File: src/rtl/cmo_pkg.sv
// Shared encodings for the maintenance broadcast controller.
// Assumes opcodes outside the listed set are treated as local-only.
package cmo_pkg;

    localparam int OP_W = 4;

    typedef enum logic [OP_W-1:0] {
        OP_I_INV_ALL_IS = 4'd0,
        OP_I_INV_ALL    = 4'd1,
        OP_I_INV_VA     = 4'd2,
        OP_D_ZERO_VA    = 4'd3,
        OP_D_INV_VA     = 4'd4,
        OP_D_INV_SW     = 4'd5,
        OP_D_CLN_VA     = 4'd6,
        OP_D_CLN_SW     = 4'd7,
        OP_D_CLN_VA_PU  = 4'd8,
        OP_D_CI_VA      = 4'd9,
        OP_D_CI_SW      = 4'd10,
        OP_TLB_INV_EL1  = 4'd11
    } cmo_op_e;

    localparam logic [1:0] SH_NONE  = 2'b00;
    localparam logic [1:0] SH_OUTER = 2'b10;
    localparam logic [1:0] SH_INNER = 2'b11;

    localparam logic DOM_INNER = 1'b0;
    localparam logic DOM_OUTER = 1'b1;

    typedef enum logic [2:0] {
        BS_IDLE  = 3'd0,
        BS_DRAIN = 3'd1,
        BS_SEND  = 3'd2,
        BS_WAIT  = 3'd3,
        BS_DONE  = 3'd4
    } bar_state_e;

endpackage

File: src/rtl/cmo_bcast_decode.sv
// Broadcast decision for one maintenance operation.
// Purely combinational. Assumes the strap inputs are already the captured
// values. A domain whose strap is off falls back to local execution.
module cmo_bcast_decode
    import cmo_pkg::*;
(
    input  logic [OP_W-1:0] op,
    input  logic [1:0]      share,
    input  logic            cacheable,
    input  logic            force_bc,
    input  logic            nonsecure,
    input  logic [1:0]      el,
    input  logic            inner_en,
    input  logic            outer_en,
    output logic            bcast,
    output logic            dom
);

    logic want;
    logic shared_region;

    // Region is shareable in the sense that matters for conditional ops.
    assign shared_region = cacheable && (share == SH_OUTER || share == SH_INNER);

    // Classify the opcode into a broadcast wish and a target domain.
    always_comb begin
        want = 1'b0;
        dom  = DOM_INNER;
        case (op)
            OP_D_INV_VA, OP_D_CI_VA: begin
                want = 1'b1;
                dom  = (cacheable && share == SH_OUTER) ? DOM_OUTER : DOM_INNER;
            end
            OP_D_CLN_VA, OP_D_CLN_VA_PU, OP_I_INV_VA: begin
                want = shared_region;
                dom  = (share == SH_OUTER) ? DOM_OUTER : DOM_INNER;
            end
            OP_I_INV_ALL_IS: begin
                want = 1'b1;
            end
            OP_I_INV_ALL, OP_TLB_INV_EL1: begin
                want = force_bc && nonsecure && (el == 2'd1);
            end
            default: begin
                want = 1'b0;
            end
        endcase
    end

    // Straps gate the wish per domain.
    assign bcast = want && ((dom == DOM_OUTER) ? outer_en : inner_en);

endmodule

File: src/rtl/cmo_pending_ctr.sv
// Counter of broadcasts issued but not yet acknowledged.
// Assumes inc is already suppressed when full and that the interconnect
// never acknowledges more than was issued. A stray ack at zero is dropped.
module cmo_pending_ctr #(
    parameter int CNT_MAX = 4,
    localparam int CNT_W  = $clog2(CNT_MAX + 1)
) (
    input  logic             clk,
    input  logic             rst_n,
    input  logic             inc,
    input  logic             dec,
    output logic [CNT_W-1:0] cnt,
    output logic             full,
    output logic             empty
);

    localparam logic [CNT_W-1:0] LIMIT = CNT_W'(CNT_MAX);

    assign full  = (cnt == LIMIT);
    assign empty = (cnt == '0);

    // Track issued minus acknowledged broadcasts.
    always_ff @(posedge clk) begin
        if (!rst_n) begin
            cnt <= '0;
        end else begin
            case ({inc, dec})
                2'b10:   if (!full)  cnt <= cnt + 1'b1;
                2'b01:   if (!empty) cnt <= cnt - 1'b1;
                default: cnt <= cnt;
            endcase
        end
    end

    // the count never passes its limit
    p_no_overflow_r8: assert property (@(posedge clk) disable iff (!rst_n)
        cnt <= LIMIT);

    // an increment alone moves the count up by one
    p_inc_step_r8: assert property (@(posedge clk) disable iff (!rst_n)
        (inc && !dec && !full) |=> (cnt == $past(cnt) + 1'b1));

endmodule

File: src/rtl/cmo_barrier_seq.sv
// Barrier sequencer. It waits for the outstanding count to drain, then
// optionally sends a barrier transaction and waits for its acknowledge.
// Assumes the core holds bar_req until bar_done and drops it right after.
module cmo_barrier_seq
    import cmo_pkg::*;
(
    input  logic clk,
    input  logic rst_n,
    input  logic bar_req,
    input  logic empty,
    input  logic bar_en,
    input  logic ic_bar_ready,
    input  logic ic_bar_ack,
    output logic busy,
    output logic ic_bar_valid,
    output logic bar_done
);

    bar_state_e state, nxt;

    // Next-state selection for the barrier sequence.
    always_comb begin
        nxt = state;
        case (state)
            BS_IDLE:  if (bar_req) nxt = BS_DRAIN;
            BS_DRAIN: if (empty)   nxt = bar_en ? BS_SEND : BS_DONE;
            BS_SEND:  if (ic_bar_ready) nxt = BS_WAIT;
            BS_WAIT:  if (ic_bar_ack)   nxt = BS_DONE;
            BS_DONE:  nxt = BS_IDLE;
            default:  nxt = BS_IDLE;
        endcase
    end

    // State register.
    always_ff @(posedge clk) begin
        if (!rst_n) state <= BS_IDLE;
        else        state <= nxt;
    end

    assign busy         = (state != BS_IDLE);
    assign ic_bar_valid = (state == BS_SEND);
    assign bar_done     = (state == BS_DONE);

    // an offered barrier stays offered until taken
    p_bar_hold_r10: assert property (@(posedge clk) disable iff (!rst_n)
        (ic_bar_valid && !ic_bar_ready) |=> ic_bar_valid);

    // with the barrier strap off no barrier transaction appears
    p_bar_strap_r10: assert property (@(posedge clk) disable iff (!rst_n)
        !bar_en |-> !ic_bar_valid);

endmodule

File: src/rtl/cmo_bcast_ctrl.sv
// Top level of the maintenance broadcast controller. It captures the straps
// during reset, decodes each request, forwards broadcasts to the
// interconnect, counts outstanding broadcasts and runs barriers.
// Assumes the core holds req_* stable while req_valid is high and not ready.
module cmo_bcast_ctrl
    import cmo_pkg::*;
#(
    parameter int CNT_MAX = 4
) (
    input  logic            clk,
    input  logic            rst_n,
    input  logic            cfg_inner_bc,
    input  logic            cfg_outer_bc,
    input  logic            cfg_barrier_bc,
    input  logic            req_valid,
    output logic            req_ready,
    input  logic [OP_W-1:0] req_op,
    input  logic [1:0]      req_share,
    input  logic            req_cacheable,
    input  logic            req_force_bc,
    input  logic            req_nonsecure,
    input  logic [1:0]      req_el,
    output logic            done_valid,
    output logic            done_bcast,
    output logic            ic_valid,
    input  logic            ic_ready,
    output logic [OP_W-1:0] ic_op,
    output logic            ic_dom,
    input  logic            ic_ack,
    input  logic            bar_req,
    output logic            bar_done,
    output logic            ic_bar_valid,
    input  logic            ic_bar_ready,
    input  logic            ic_bar_ack
);

    localparam int CNT_W = $clog2(CNT_MAX + 1);

    logic             s_inner, s_outer, s_bar;
    logic             bc, dom;
    logic             full, empty, busy;
    logic             acc, inc;
    logic [CNT_W-1:0] cnt;

    // Capture straps only while reset is held.
    always_ff @(posedge clk) begin
        if (!rst_n) begin
            s_inner <= cfg_inner_bc;
            s_outer <= cfg_outer_bc;
            s_bar   <= cfg_barrier_bc;
        end
    end

    cmo_bcast_decode u_dec (
        .op        (req_op),
        .share     (req_share),
        .cacheable (req_cacheable),
        .force_bc  (req_force_bc),
        .nonsecure (req_nonsecure),
        .el        (req_el),
        .inner_en  (s_inner),
        .outer_en  (s_outer),
        .bcast     (bc),
        .dom       (dom)
    );

    assign ic_valid  = req_valid && bc && !full && !busy;
    assign req_ready = !busy && (bc ? (ic_ready && !full) : 1'b1);
    assign acc       = req_valid && req_ready;
    assign inc       = ic_valid && ic_ready;
    assign ic_op     = req_op;
    assign ic_dom    = dom;

    cmo_pending_ctr #(.CNT_MAX(CNT_MAX)) u_ctr (
        .clk   (clk),
        .rst_n (rst_n),
        .inc   (inc),
        .dec   (ic_ack),
        .cnt   (cnt),
        .full  (full),
        .empty (empty)
    );

    cmo_barrier_seq u_bar (
        .clk          (clk),
        .rst_n        (rst_n),
        .bar_req      (bar_req),
        .empty        (empty),
        .bar_en       (s_bar),
        .ic_bar_ready (ic_bar_ready),
        .ic_bar_ack   (ic_bar_ack),
        .busy         (busy),
        .ic_bar_valid (ic_bar_valid),
        .bar_done     (bar_done)
    );

    // Report each accepted operation one cycle later.
    always_ff @(posedge clk) begin
        if (!rst_n) begin
            done_valid <= 1'b0;
            done_bcast <= 1'b0;
        end else begin
            done_valid <= acc;
            done_bcast <= acc && bc;
        end
    end

    // every acceptance is reported in the next cycle
    p_accept_done_r11: assert property (@(posedge clk) disable iff (!rst_n)
        acc |=> done_valid);

    // no broadcast is offered while the counter is full
    p_full_stall_r8: assert property (@(posedge clk) disable iff (!rst_n)
        full |-> !ic_valid);

    // a barrier only completes with nothing outstanding
    p_bar_drained_r9: assert property (@(posedge clk) disable iff (!rst_n)
        bar_done |-> (cnt == '0));

    // no maintenance is accepted while a barrier runs
    p_bar_blocks_r9: assert property (@(posedge clk) disable iff (!rst_n)
        busy |-> !req_ready);

    // set/way and zero operations never leave the core
    p_setway_local_r1: assert property (@(posedge clk) disable iff (!rst_n)
        (req_op == OP_D_INV_SW || req_op == OP_D_CLN_SW ||
         req_op == OP_D_CI_SW  || req_op == OP_D_ZERO_VA) |-> !ic_valid);

endmodule

File: config.mk
export PLATFORM = sky130hd
export DESIGN_NAME = cmo_bcast_ctrl
export DESIGN_NICKNAME = d
export VERILOG_FILES = /design/src/rtl/cmo_pkg.sv /design/src/rtl/cmo_bcast_decode.sv /design/src/rtl/cmo_pending_ctr.sv /design/src/rtl/cmo_barrier_seq.sv /design/src/rtl/cmo_bcast_ctrl.sv
export SDC_FILE = /design/constraint.sdc
export NUM_CORES = 1
export LEC_CHECK = 0
export BUFFER_PORTS_ARGS = -buffer_cell sky130_fd_sc_hd__buf_4
export CAP_MARGIN = 20
export CORE_MARGIN = 1.5
export CORE_UTILIZATION = 46
export CTS_CLUSTER_DIAMETER = 60
export DETAILED_ROUTE_END_ITERATION = 10
export PLACE_DENSITY = 0.78
export SYNTH_ARGS = -nofsm -noshare
export SYNTH_HDL_FRONTEND = slang
export SYNTH_HIERARCHICAL = 1
export SYNTH_SLANG_ARGS = --single-unit
File: constraint.sdc
create_clock -name clk -period 2.9 [get_ports clk]
set_input_delay 0.145 -clock clk [delete_from_list [all_inputs] [get_ports clk]]
set_output_delay 0.145 -clock clk [all_outputs]
set_load 0.05 [all_outputs]
==> flow_results.org <==
** Run status
- The flow ran to the end, and the final reports show no timing, DRC or antenna violations.

** CTS
- The clock net in this run drives a total of 11 sinks.
- Clock tree synthesis selected as its root buffer the cell sky130_fd_sc_hd__clkbuf_4.
- Clk pin slew, worst setup/hold paths :: 0.06 ns
- The later pin in the worst-skew pair is clocked with a latency of 0.27 ns.
- CTS built an H-tree with a depth of 1.
- Max Root-Sink Buffers :: 2
- Setup Fix Bufs, Post-CTS :: 0
- Count of hold buffers inserted by post-cts repair :: 0
- PostCTS Resize Cnt :: 0
- Counting the buffers created by CTS gives 3.
- CTS tree :: done

** Setup path
- The largest single stage delay on the critical path is 0.34 ns.
- Of all nets on the critical path, the largest fanout is 3.
- Required time at the endpoint of the critical path :: 3.06 ns
- The signal on the critical path passes through or3b_1 -> a32oi_1 -> and4bb_2 -> and2_1 -> nand2b_1 -> xnor2_1 -> ha_1 -> nor4b_4 -> a211oi_1 -> a2111oi_1.
- Cell with the biggest individual delay on the critical path :: sky130_fd_sc_hd__or3b_1
- The setup path with the least slack is of type register to register.
- Together, buffers and inverters on the worst path number 0.
- The worst setup path is launched from a register.
- The kind of cell with the highest combined delay along the critical path is simple AND/OR/NAND/NOR gates.
- The worst setup path is captured at a register.
- Worst path arrival time :: 2.69 ns

** Power
- In this run the power density over the cells is 451 nW/um2.
- IR analysis of the VDD net gives a maximum drop of 260 uV.
- Internal power consumption :: 0.297 mW
- Static leakage :: 0.454 nW
- Sequential power share :: 41.3%
- The share of total power dissipated in combinational logic is 36.2%.
- In this run the power spent charging and discharging nets is 0.159 mW.
- In this run switching power makes up 34.8% of total power.
- The clock network accounts for 22.5% of the total power.

** Timing
- The final max-slew violation count came to 0.
- The worst path needs 2.53 ns of the cycle, external delays included.
- Timing would allow up to 394 MHz.
- Worst slew pin tran :: 0.333 ns
- Across the routed clock network, the largest skew measured is 0.000591 ns.
- Number of endpoints failing setup at the final stage :: 0
- The final critical path takes up 87.4% of the cycle.
- Worst Slack Setup Final :: 0.365 ns
- Worst hold slack after final layout :: 0.0498 ns
- The final hold violation count came to 0.
- Measured against its own limit, the worst slew margin works out to 77.8%.
- Setup repair after global routing left no endpoint under its margin.
- Setup Total Neg Slack :: 0 ns

** Synth
- Each instance of the synthesized netlist takes up on average 9.27 um2.
- The synthesized design contains 3 enable-type register cells.
- Synthesized Nets :: 106
- The cell area that synthesis handed to floorplanning was 769 um2.
- Primary FF master, synth :: sky130_fd_sc_hd__dfxtp_1
- Sequential elements use 32.5% of the synthesized area.
- After technology mapping, the gate count stands at 83.
- Netlist cell types :: 40
- Share of async-settable or async-resettable flops after synthesis :: 0%
- Synthesis inferred 11 register bits.
- Ys Warns :: 6

** Routing
- Summing over every cut layer, the via total after detailed routing is 701.
- In the final routed layout, each cell accounts on average for 12.7 um.
- DRT Wirelength :: 1650 um
- For this run, the detailed router's first-pass iteration total came to 4.
- In the routed layout, each cell is associated on average with a via count of 5.39.
- In this run the remaining antenna-violating nets after routing total 0.
- For this run, design rule violations remaining after detail routing come to 0.
- In this run, the number of DRC markers left after iteration 0 of detailed routing was 13.

** Cells and area
- Net count, final :: 138
- Counting the fill cells in the layout gives 137.
- Antenna Diode Count :: 0
- Final non-filler cell total :: 130
- Leaving out fill and tap cells, the most frequent cell in the layout is sky130_fd_sc_hd__buf_4.
- The library cells used most frequently in the layout, excluding fill and tap cells, are 33 x sky130_fd_sc_hd__buf_4, 8 x sky130_fd_sc_hd__dfxtp_1, 6 x sky130_fd_sc_hd__nand2b_1.
- Fraction of final layout cells with drive strength greater than 1 :: 35.1%
- Area growth from synthesis to layout :: 31.4%
- The multi-input combinational cells in the finished layout cover a total of 448 um2.
- Summing all flip-flop and latch instances after layout gives 250 um2.

** GRT
- Via count of the first global-routing pass :: 642
- Summed over all layers, the global routing overflow is 0.
- Pin count of the biggest net entering global routing :: 10
- The first global-routing pass estimated 2700 um of wire.
- The initial antenna violation count came to 0.
- Across every metal layer, demand over resource in global routing totals 18.9%.

** Placed design
- Counting tap cells, the placed design contains a total of 126 instances.
- At the placement stage, the worst setup path has a slack of 0.115 ns.
- IO buf count :: 32
- Final weighted congestion of routability-driven global placement :: 0.730
- The HPWL after detailed placement is 1280 um.

** Die
- Once the floorplan was initialized, standard cells occupied 49.9% of the core.
- Floorplan Core Area :: 1540 um2
- In this run the count of I/O pins placed on the die edge is 33.
- After floorplanning, the core was divided into 14 placement rows.
- The die covers 1930 um2.
- Vertical extent of the die :: 43.9 um
- Die boundary width :: 43.9 um

** Hold path
- Hold Crit Class :: primary input to register

** Job
- Maximum Capacitance Violations :: 0
## through the flow
stage                     power [mW]  instance area [um2]  utilization [%]
after floorplan                0.307                  769                -
after global placement         0.352                  985             63.9
after detailed placement       0.357                  985             63.9
after CTS                      0.463                 1010             65.6
after global routing           0.484                 1010             65.6
final                          0.456                 1010             65.6
## logic make-up (layout without fill, tap and decap cells)
kind of cell	Yosys count	in the layout	share of synthesized area [%]
compound gates	18	18	17.9
xor+xnor	3	3	3.42
fa+ha+maj	1	1	1.63
buf+inv	11	42	9.27
flops	11	11	32.5
mux	4	4	5.69
simple gates	35	35	29.6
## path summary, 6_finish.rpt
kind,depth (start not counted),start,slack [ns],end
max,10,s_outer,0.37,u_ctr/cnt[2]
min,1,cfg_inner_bc,0.05,s_inner
max reg2reg,10,s_outer,0.37,u_ctr/cnt[2]
min reg2reg,2,u_ctr/cnt[0],0.59,u_ctr/cnt[0]
## state kept, by name, indices dropped and copies added (netlist names)
register,flops
s_inner,1
u_bar/state,3
done_valid,1
done_bcast,1
s_bar,1
s_outer,1
u_ctr/cnt,3
## per-layer routing
metal / share of wire (%) / track usage, % / wire, um / vias up
li1: - / - / - / 365
met1: 43 / 24.1 / 709 / 314
met2: 49 / 30.0 / 815 / 20
met3: 7.0 / 6.67 / 116 / 2
met4: 0.55 / 5.45 / 9 / 0
met5: 0 / 0 / 0 / -
## power groups by stage
stage	Clock, mW	Combinational, mW	Sequential, mW
2_1_floorplan	0	0.119	0.188
3_3_place_gp	0	0.161	0.191
3_5_place_dp	0	0.165	0.192
4_1_cts	0.109	0.166	0.188
5_1_grt	0.114	0.179	0.190
6_report	0.103	0.165	0.189
## area by class of cell
cell class              instances  share of cell area, %
multi-input cells              61                   44.3
flip-flops and latches         11                   24.8
repair buffers                 33                   24.5
clock buffers                   4                   2.60
well taps                      16                   1.98
inverters                       5                   1.86
## worst reg2reg max path, delay by kind of cell, from the launching register on
kind / cells / cell delay (ns)
xor+xnor: 1 / 0.07
compound gates: 3 / 0.67
flops: 1 / 0.31
simple gates: 5 / 1.13
fa+ha+maj: 1 / 0.24
## cell usage after synthesis (all sizes together), types with 2 or more instances
| library cell | count | area [um2] |
|---|---|---|
| nand2b | 6 | 37.5 |
| edfxtp | 3 | 90.1 |
| xnor2 | 2 | 17.5 |
| o211ai | 2 | 15.0 |
| inv | 5 | 18.8 |
| a21oi | 3 | 15.0 |
| dfxtp | 8 | 160 |
| nor3b | 3 | 22.5 |
| buf | 6 | 52.6 |
| a32oi | 2 | 17.5 |
| nor3 | 3 | 15.0 |
| and2 | 2 | 12.5 |
| nor2 | 5 | 18.8 |
| mux2i | 4 | 43.8 |
| nand2 | 5 | 18.8 |
| a211oi | 3 | 27.5 |
Note: power is estimated with default switching activity, not from simulation.
